## src/rtl/ttb_pkg.sv

```systemverilog
package ttb_pkg;
  localparam int TTB_ENTRIES = 16;
  localparam int TTB_WIDTH   = 8;

  // Marker rule: only entry 0 may carry the top bit set.
  function automatic logic marker_bad(input logic is_first, input logic msb);
    return is_first ? ~msb : msb;
  endfunction
endpackage

```

## src/rtl/ttb_regfile.sv

```systemverilog
module ttb_regfile #(
  parameter int ENTRIES = ttb_pkg::TTB_ENTRIES,
  parameter int DW      = ttb_pkg::TTB_WIDTH,
  localparam int IW     = $clog2(ENTRIES)
) (
  input  logic          clk,
  input  logic          rst_n,
  input  logic          wr_en,
  input  logic [IW-1:0] wr_idx,
  input  logic [DW-1:0] wr_data,
  input  logic [IW-1:0] rd_idx,
  output logic [DW-1:0] rd_data
);
  logic [DW-1:0] rows [ENTRIES];

  for (genvar e = 0; e < ENTRIES; e++) begin : g_entry
    logic          row_en;
    logic [DW-1:0] row_q;
    logic [DW-1:0] row_d;

    assign row_en = wr_en && (wr_idx == IW'(e));
    assign row_d  = row_en ? wr_data : row_q;

    always_ff @(posedge clk or negedge rst_n) begin
      if (!rst_n) row_q <= '0;
      else        row_q <= row_d;
    end

    assign rows[e] = row_q;
  end

  assign rd_data = rows[rd_idx];
endmodule

```

## src/rtl/ttb_rotator.sv

```systemverilog
module ttb_rotator #(
  parameter int ENTRIES = ttb_pkg::TTB_ENTRIES,
  parameter int DW      = ttb_pkg::TTB_WIDTH,
  localparam int IW     = $clog2(ENTRIES)
) (
  input  logic          clk,
  input  logic          rst_n,
  input  logic          frame_start,
  output logic [IW-1:0] sel_idx,
  input  logic [DW-1:0] sel_data,
  output logic [DW-1:0] out_byte,
  output logic [IW-1:0] out_idx,
  output logic          out_first
);
  localparam logic [IW-1:0] LAST = IW'(ENTRIES - 1);

  logic [IW-1:0] ptr_q, ptr_d;
  logic [DW-1:0] byte_q, byte_d;
  logic [IW-1:0] idx_q, idx_d;
  logic          first_q, first_d;

  always_comb begin
    ptr_d   = ptr_q;
    byte_d  = byte_q;
    idx_d   = idx_q;
    first_d = first_q;
    if (frame_start) begin
      byte_d  = sel_data;
      idx_d   = ptr_q;
      first_d = (ptr_q == '0);
      ptr_d   = (ptr_q == LAST) ? '0 : ptr_q + 1'b1;
    end
  end

  always_ff @(posedge clk or negedge rst_n) begin
    if (!rst_n) begin
      ptr_q   <= '0;
      byte_q  <= '0;
      idx_q   <= '0;
      first_q <= 1'b0;
    end else begin
      ptr_q   <= ptr_d;
      byte_q  <= byte_d;
      idx_q   <= idx_d;
      first_q <= first_d;
    end
  end

  assign sel_idx   = ptr_q;
  assign out_byte  = byte_q;
  assign out_idx   = idx_q;
  assign out_first = first_q;
endmodule

```

## src/rtl/ttb_marker_mon.sv

```systemverilog
module ttb_marker_mon #(
  parameter int ENTRIES = ttb_pkg::TTB_ENTRIES,
  localparam int IW     = $clog2(ENTRIES)
) (
  input  logic          clk,
  input  logic          rst_n,
  input  logic          wr_en,
  input  logic [IW-1:0] wr_idx,
  input  logic          wr_msb,
  input  logic          clear,
  output logic          fault
);
  logic fault_q, fault_d;
  logic bad_wr;

  assign bad_wr = wr_en && ttb_pkg::marker_bad(wr_idx == '0, wr_msb);

  always_comb begin
    fault_d = fault_q;
    if (bad_wr)     fault_d = 1'b1;
    else if (clear) fault_d = 1'b0;
  end

  always_ff @(posedge clk or negedge rst_n) begin
    if (!rst_n) fault_q <= 1'b0;
    else        fault_q <= fault_d;
  end

  assign fault = fault_q;
endmodule

```

## src/rtl/ttb_tx_seq.sv

```systemverilog
module ttb_tx_seq #(
  parameter int ENTRIES = ttb_pkg::TTB_ENTRIES,
  parameter int DW      = ttb_pkg::TTB_WIDTH,
  localparam int IW     = $clog2(ENTRIES)
) (
  input  logic          clk,
  input  logic          rst_n,
  input  logic          cfg_we,
  input  logic [IW-1:0] cfg_idx,
  input  logic [DW-1:0] cfg_data,
  input  logic          fault_clear,
  input  logic          frame_start,
  output logic [DW-1:0] trace_byte,
  output logic [IW-1:0] cur_entry,
  output logic          sf_first,
  output logic          marker_fault
);
  // Reset asserts at once and releases on a clock edge.
  logic rst_meta_q, rst_sync_n;

  always_ff @(posedge clk or negedge rst_n) begin
    if (!rst_n) begin
      rst_meta_q <= 1'b0;
      rst_sync_n <= 1'b0;
    end else begin
      rst_meta_q <= 1'b1;
      rst_sync_n <= rst_meta_q;
    end
  end

  logic [IW-1:0] sel_idx;
  logic [DW-1:0] sel_data;

  ttb_regfile #(.ENTRIES(ENTRIES), .DW(DW)) u_regs (
    .clk     (clk),
    .rst_n   (rst_sync_n),
    .wr_en   (cfg_we),
    .wr_idx  (cfg_idx),
    .wr_data (cfg_data),
    .rd_idx  (sel_idx),
    .rd_data (sel_data)
  );

  ttb_rotator #(.ENTRIES(ENTRIES), .DW(DW)) u_rot (
    .clk         (clk),
    .rst_n       (rst_sync_n),
    .frame_start (frame_start),
    .sel_idx     (sel_idx),
    .sel_data    (sel_data),
    .out_byte    (trace_byte),
    .out_idx     (cur_entry),
    .out_first   (sf_first)
  );

  ttb_marker_mon #(.ENTRIES(ENTRIES)) u_mon (
    .clk    (clk),
    .rst_n  (rst_sync_n),
    .wr_en  (cfg_we),
    .wr_idx (cfg_idx),
    .wr_msb (cfg_data[DW-1]),
    .clear  (fault_clear),
    .fault  (marker_fault)
  );
endmodule

```

## config.mk

```make
export PLATFORM = sky130hd
export DESIGN_NAME = ttb_tx_seq
export DESIGN_NICKNAME = d
export VERILOG_FILES = /design/src/rtl/ttb_pkg.sv /design/src/rtl/ttb_regfile.sv /design/src/rtl/ttb_rotator.sv /design/src/rtl/ttb_marker_mon.sv /design/src/rtl/ttb_tx_seq.sv
export SDC_FILE = /design/constraint.sdc
export NUM_CORES = 1
export LEC_CHECK = 0
export ABC_AREA = 1
export CAP_MARGIN = 20
export CORE_MARGIN = 8
export CORE_UTILIZATION = 30
export DETAILED_ROUTE_END_ITERATION = 8
export DONT_BUFFER_PORTS = 1
export GPL_ROUTABILITY_DRIVEN = 0
export MAX_ROUTING_LAYER = met4
export PLACE_DENSITY = 0.42
export SLEW_MARGIN = 10
export SYNTH_ARGS = -nofsm -noshare
export SYNTH_HDL_FRONTEND = slang
export SYNTH_SLANG_ARGS = --single-unit
export TNS_END_PERCENT = 5
```

## constraint.sdc

```tcl
create_clock -name clk -period 7.6 [get_ports clk]
set_input_delay 0.38 -clock clk [delete_from_list [all_inputs] [get_ports clk]]
set_output_delay 0.38 -clock clk [all_outputs]
set_load 0.05 [all_outputs]
```

==> run metrics, run 1 <==
Routed WL 20,700 um; die height ~170 um; clock tree buffer depth 2; mapped cell area 6940 um2; core area 22,700 um2; fin crit period about 2400 ps; status completed; kind of critical path reg -> reg; share of power burned in registers ~44%; first-pass GRT wire length approximately 33,000 um; clock-pin slew on the worst setup and hold paths 60 ps; max_slew headroom 42.2%; Final setup viols 0; hold_buf cts 1; synth warn 0; startpoint class of the critical path flop; CTS tree built; global route overflow 0; commonest non-fill, non-tap cells in the layout nand2_1, o21ai_0, dfrtp_1, inv_1, nand3_1; clk_lat worst skew 420 ps; # diodes 0; setup TNS 0 ps; Psw ~1.1 mW; Max Slew Vio Count 0; Post-DP HPWL 13,400 um; post-synth cell types 24; post-route ant nets 0; H-tree level count 4; Leakage between 3 and 4 nW; vias in the first global route between 5,000 and 6,000; port buffer count 0; Hold Path Class in -> reg; Final Cycle Share between 30% and 40%; layout cell share with drive strength beyond 1 between 5 and 6%; crit path max fanout between 70 and 80; vias per inst roughly 4.7; Layout area overhead 10.6%; syn avg cell area approximately 7.8 um2; Max Freq 0.421 GHz; starting density of the core a little under a third; critical path capture point type flop; Clock Skews about 10 ps; CTS buffer count 17; final net count just under 900; Post-DP Area roughly 7100 um2; Final Hold Viols 0; arrival time at the worst endpoint roughly 2700 ps; clk sinks between 100 and 150; synthesized flop and latch total around 150; DRT iter0 DRCs 612; RSZ-0062 raised after global routing no; Max Cap Viol 0; internal power roughly 1.7 mW; Post-route DRC 0; First-pass DRT Iterations 5; row cnt 55; PostCTS Resize Cnt 0; Pwr per Cell Area between 300 and 400 nW/um2; WL/cell about 18 um; post-route design area ~7700 um2; Syn Inst Count approximately 890; logic gate share of total power around a quarter; Sw Ratio approximately 38%; commonest non-fill, non-tap cell in the layout nand2_1; postcts setup bufs 0; root buf cell clkbuf_16; I/O pins 31; sequential area share after synthesis a little over half; largest net degree at the start of global routing 78; Die Wd roughly 170 um; syn nets a little over 900; DR vias approximately 5,500; initial antenna violation count 0; Die ar. ~28,000 um2; transition time at the pin with the least slew margin a little under 900 ps; worst path required time roughly 8000 ps; Global Route Usage Sum roughly 16%; VDD IR max 0.000181 V; Clock Power Share between 30% and 40%
-- layout make-up --
cell class / instances / area [um2]
Tap cell: 285 / 357
Fill cell: 2464 / 15000
Clock inverter: 12 / 130
Clock buffer: 20 / 447
Multi-Input combinational cell: 603 / 2630
Timing Repair Buffer: 6 / 60.1
Inverter: 93 / 349
Sequential cell: 148 / 3710
-- final timing paths --
path                       slack [ps]  cells past startpoint              from                     endpoint
max                              5220                     10  u_rot.sel_idx[0]            u_rot.out_byte[4]
max reg2reg                      5220                     10  u_rot.sel_idx[0]            u_rot.out_byte[4]
max in group asynchronous        6120                      1        rst_sync_n  u_regs.g_entry[10].row_q[3]
min reg2reg                       260                      0        rst_sync_n  u_regs.g_entry[12].row_q[6]
min in group asynchronous         180                      1             rst_n                   rst_sync_n
min                                40                      1       frame_start             u_rot.sel_idx[0]
-- worst max-delay path, cell delays in order, from the launching register on --
cell and delay (ps):
dfrtp_2 340, buf_4 660, inv_2 320, buf_12 270, nand2_1 90, nand3_1 140, nand2_1 160, nand2_1 70
nand3_1 90, nor2_1 40, nor2_1 80
-- logic make-up (layout without fill, tap and decap cells) --
family          after synthesis  after routing  synth area share (%)
xor+xnor                      1              1                 0.126
flops                       148            148                  53.3
fa+ha+maj                     2              2                 0.360
buf+inv                     141            131                  8.83
simple gates                445            445                  26.1
compound gates              154            154                  11.2
other cells                   1              1                0.0540
-- metrics by stage --
step                instances  utilization, %  setup WS (ps)  hold slack, ps  power [mW]
global placement         1133            31.1           4990            84.5        1.92
global route             1167            33.8           5040            31.5        2.92
detailed placement       1133            31.1           5010            84.5        1.92
finish                   1167            33.8           5220            44.6        2.74
floorplan                 892               -           3170            84.4        1.70
CTS                      1166            33.7           4990            25.8        2.77
-- cells in the mapped netlist --
cell type    n  area, um2
nand4_1      1       6.26
a21oi_1      1       5.00
clkbuf_1    15       56.3
nand3_2      3       30.0
inv_1       90        338
ha_1         2       25.0
buf_6        6       67.6
inv_2        3       11.3
conb_1       1       3.75
buf_4        2       15.0
nand3_1     68        340
buf_2       24        120
nand2_1    312       1170
xor2_1       1       8.76
nor2_1      56        210
o21ai_1      3       15.0
o21ai_0    147        736
o211ai_1     1       7.51
nor2_4       3       33.8
nor3_4       1       16.3
dfrtp_1    148       3700
o22ai_1      2       12.5
clkbuf_2     1       5.00
nor2_2       1       6.26
-- metal layers --
layer | track usage (%) | vias to the layer above | wire, um
met5 | - | - | 0
met2 | 23.3 | 88 | 9170
met3 | 3.30 | 19 | 765
met4 | 5.63 | 0 | 335
met1 | 21.1 | 2623 | 10400
li1 | - | 2749 | -
-- sequential cells by signal (all words and copies together) (netlist names) --
name                  count
u_regs.g_entry.row_q    128
u_rot.out_first           1
rst_meta_q                1
u_rot.out_byte            8
rst_sync_n                1
u_rot.out_idx             4
u_rot.sel_idx             4
u_mon.fault               1
-- power by group through the flow --
| stage | clock network, mW | logic [mW] | registers [mW] |
|---|---|---|---|
| floorplan | 0 | 0.518 | 1.18 |
| global placement | 0 | 0.714 | 1.21 |
| detailed placement | 0 | 0.712 | 1.21 |
| CTS | 0.852 | 0.716 | 1.20 |
| global route | 0.888 | 0.817 | 1.22 |
| finish | 0.831 | 0.710 | 1.19 |
Power figures use the tool's default switching activity.
==> run 2, diff against run 1 <==
- PLACE_DENSITY: 0.42 -> 0.43
- clock period: 7.6 -> 1.9 ns (I/O delays scaled with it)
==> run metrics, run 2 (synthesis results as in run 1) <==
transition time at the pin with the least slew margin between 900 and 1000 ps; r2r setup slk approximately 310 ps; largest net degree at the start of global routing between 90 and 100; clk sinks between 100 and 150; fin crit period approximately 1700 ps; Post-route DRC 0; H-tree level count 4; die height roughly 170 um; Clock Skews between 10 and 15 ps; worst path required time ~2300 ps; kind of critical path in -> reg; Hold Path Class in -> reg; Die ar. around 28,000 um2; DRT iter0 DRCs slightly above 400; Final Hold Viols 0; CTS buffer count 17; status completed; CTS tree built; final net count around 920; core area between 20,000 and 25,000 um2; RSZ-0062 raised after global routing no; Max Slew Vio Count 0; post-route design area 8010 um2; DR vias 5,641; # diodes 0; max_slew headroom between 30% and 40%; Leakage between 3 and 4 nW; post-route ant nets 0; commonest non-fill, non-tap cell in the layout nand2_1; Final setup viols 0; crit path max fanout 5; initial antenna violation count 0; clock tree buffer depth 2; Final Cycle Share between 80% and 90%; max reg flops ~130; arrival time at the worst endpoint slightly above 2000 ps; startpoint class of the critical path input pin; vias per inst roughly 4.7; Layout area overhead 15.4%; clock-pin slew on the worst setup and hold paths approximately 60 ps; setup TNS 0 ps; critical path capture point type flop; vias in the first global route 5,602; Max Freq 0.591 GHz; filler cell count in the final layout about 2,400; starting density of the core a little under a third; Global Route Usage Sum between 10% and 20%; first-pass GRT wire length around 34,000 um; Post-DP HPWL roughly 14,000 um; VDD IR max approximately 0.00064 V; FF+latch area 3710 um2; clk_lat worst skew about 430 ps; commonest non-fill, non-tap cells in the layout nand2_1, o21ai_0, dfrtp_1, inv_1, nand3_1; global route overflow 0; Die Wd roughly 170 um; WL/cell between 15 and 20 um; layout cell share with drive strength beyond 1 under 10%; Max Cap Viol 0; root buf cell clkbuf_16; port buffer count 0; Pwr per Cell Area around 1400 nW/um2; First-pass DRT Iterations 5; I/O pins 31; row cnt 55; Routed WL between 20,000 and 25,000 um; Post-DP Area 7260 um2; Reg with most FFs u_regs.g_entry.row_q; multi-input logic area between 2000 and 3000 um2
## run 2: report_power, final
part / switching, mW / total [mW] / internal, mW
logic: 2.00 / 3.12 / 1.12
clock network: 1.40 / 3.34 / 1.94
registers: 0.905 / 4.79 / 3.88
## run 2: path summary, 6_finish.rpt
kind                                       start                           to  depth (start not counted)
worst max-delay path                  cfg_idx[1]                  u_mon.fault                          7
worst min-delay path                  cfg_idx[2]  u_regs.g_entry[15].row_q[2]                          2
worst max register to register  u_rot.sel_idx[0]            u_rot.out_byte[4]                         10
worst min register to register        rst_sync_n  u_regs.g_entry[13].row_q[0]                          1
max in group asynchronous             rst_sync_n             u_rot.sel_idx[0]                          1
min in group asynchronous             rst_sync_n  u_regs.g_entry[13].row_q[0]                          1
## run 2: worst max-delay path: stages
cell and delay [ps]:
dlygate4sd3_1 560, nor2_1 340, nand2_1 180, nand2_1 90, nand3_1 120, o21ai_0 100
dlygate4sd3_1 570
## run 2: final cells by class
cell class	count	share of cell area [%]
flip-flops and latches	148	46.3
repair buffers	37	4.97
well taps	285	4.45
multi-input cells	603	32.8
inverters	93	4.36
clock buffers	20	5.45
clock inverters	12	1.67
## run 2: stage by stage
stage,setup WS (ps),hold slack [ps],util [%],power (mW),instances
finish,207,24.3,35.3,11.2,1198
global route,97.6,36.3,35.3,12.0,1198
CTS,193,17.4,35.3,11.4,1198
detailed placement,349,-201,32.0,7.96,1148
global placement,357,-201,32.0,7.94,1148
floorplan,350,-201,-,6.78,892
## run 2: layer usage
layer | vias up | GRT usage [%] | wire, um
met3 | 14 | 3.55 | 884
met5 | - | - | 0
met4 | 0 | 3.69 | 200
li1 | 2817 | - | -
met1 | 2721 | 21.8 | 10600
met2 | 89 | 24.6 | 9480
## run 2: timing repair
action	in CTS	in global routing
hold endpoints to repair	44	0
setup buffers	0	0
hold buffers	18	0
gates resized for setup	0	0
==> run 3, diff against run 2 <==
- CORE_UTILIZATION: 30 -> 57
- PLACE_DENSITY: 0.43 -> 0.73
==> run metrics, run 3 (synthesis results as in run 1) <==
commonest non-fill, non-tap cell in the layout nand2_1; Max Cap Viol 0; Routed WL between 15,000 and 20,000 um; starting density of the core between 50 and 60%; DRT iter0 DRCs ~820; Die Wd around 130 um; Final setup viols 0; post-route design area 7730 um2; Worst Setup SP u_rot.sel_idx[0]; First-pass DRT Iterations 7; layout cell share with drive strength beyond 1 roughly 5.3%; CTS tree built; DR vias approximately 6,000; dpl ws ~380 ps; largest net degree at the start of global routing 77; VDD IR max 0.000630 V; Max Slew Vio Count 0; final core utilization between 60 and 70%; final net count 909; port buffer count 0; Layout area overhead 11.4%; initial antenna violation count 0; Pwr per Cell Area about 1400 nW/um2; met3 usage 6.79%; Post-DP Area about 7000 um2; fin crit period around 1600 ps; Hold Crit Start cfg_idx[0]; first-pass GRT wire length around 30,000 um; RSZ-0062 raised after global routing no; clock-pin slew on the worst setup and hold paths about 60 ps; critical path capture point type flop; I/O pins 31; startpoint class of the critical path flop; crit path max fanout 31; vias per inst roughly 5.7; root buf cell clkbuf_16; commonest non-fill, non-tap cells in the layout nand2_1, o21ai_0, dfrtp_1, inv_1, nand3_1; Final Power 10.9 mW; Reg-to-Reg Start u_rot.sel_idx[0]; CTS buffer count 17; H-tree level count 4; status completed; post-route ant nets 0; arrival time at the worst endpoint just under 2000 ps; global route overflow 0; Leakage 3.83 nW; WL/cell about 18 um; Clock Skews 6.91 ps; worst path required time 2240 ps; final worst setup slack a little under 300 ps; Post-DP HPWL between 10,000 and 15,000 um; max_slew headroom roughly two fifths; GR Util met2 a little over a third; kind of critical path reg -> reg; Die ar. between 15,000 and 20,000 um2; Hold Path Class in -> reg; Final Hold Viols 0; transition time at the pin with the least slew margin about 890 ps; clk_lat worst skew 420 ps; Final Cycle Share a little over four fifths; clock tree buffer depth 2; row cnt 40; layer with the highest usage met2; clk sinks between 100 and 150; Reg with most FFs u_regs.g_entry.row_q; # diodes 0; max reg flops 128; met1 GRT Util 32.9%; setup TNS 0 ps; PostCTS Resize Cnt 0; Global Route Usage Sum between 20 and 30%; vias in the first global route between 5,000 and 6,000; core area approximately 12,000 um2; Post-route DRC 0; Max Freq just over 0.6 GHz; die height around 130 um
-- run 3: cell count changes in the layout (fill, tap and decap cells not counted), sizes merged --
cell and delta:
clkbuf +2, inv -1, clkinvlp +2, buf -10, clkinv -4
-- run 3: routing by layer --
| metal | part of all wire [%] | vias to the layer above |
|---|---|---|
| li1 | - | 2788 |
| met1 | 44 | 2904 |
| met2 | 45 | 274 |
| met3 | 8.8 | 38 |
| met4 | 2.4 | 0 |
| met5 | 0 | - |
-- run 3: critical path: stages (launching register included) --
cell and delay (ps):
dfrtp_2 420, inv_2 220, buf_12 230, nand2_1 120
nand3_1 80, nand3_1 160, nand3_1 120, nor2_1 50
nor2_1 110
-- run 3: worst paths after layout --
check / end / slack (ps) / cells after the start
setup / recovery: u_rot.out_byte[4] / 290 / 8
hold / removal: u_regs.g_entry[13].row_q[1] / 50 / 2
setup reg to reg: u_rot.out_byte[4] / 290 / 8
hold reg to reg: u_regs.g_entry[7].row_q[2] / 270 / 0
max in group asynchronous: u_rot.out_first / 970 / 1
min in group asynchronous: u_regs.g_entry[7].row_q[2] / 270 / 0
-- run 3: per-stage QoR --
step           hold slack (ps)  instances
2_1_floorplan             -201        892
6_report                  54.5       1049
3_3_place_gp              -201       1000
3_5_place_dp              -201       1000
4_1_cts                   39.6       1049
5_1_grt                   74.8       1049
-- run 3: what timing repair did --
item | CTS | global route
hold endpoints to repair | 44 | 0
setup buffers | 0 | 0
hold buffers | 18 | 0
-- run 3: layout make-up --
class | instances | area [um2]
Sequential cell | 148 | 3710
Tap cell | 147 | 184
Clock buffer | 22 | 444
Multi-Input combinational cell | 603 | 2630
Clock inverter | 9 | 109
Inverter | 93 | 349
Fill cell | 1005 | 4230
Timing Repair Buffer | 27 | 310
-- run 3: report_power, final --
part | switching (mW) | total [mW] | leakage [nW] | internal, mW
Combinational | 1.94 | 2.93 | 1.72 | 0.991
Clock | 1.28 | 3.20 | 0.256 | 1.92
Sequential | 0.926 | 4.81 | 1.85 | 3.88
Total | 4.14 | 10.9 | 3.83 | 6.79
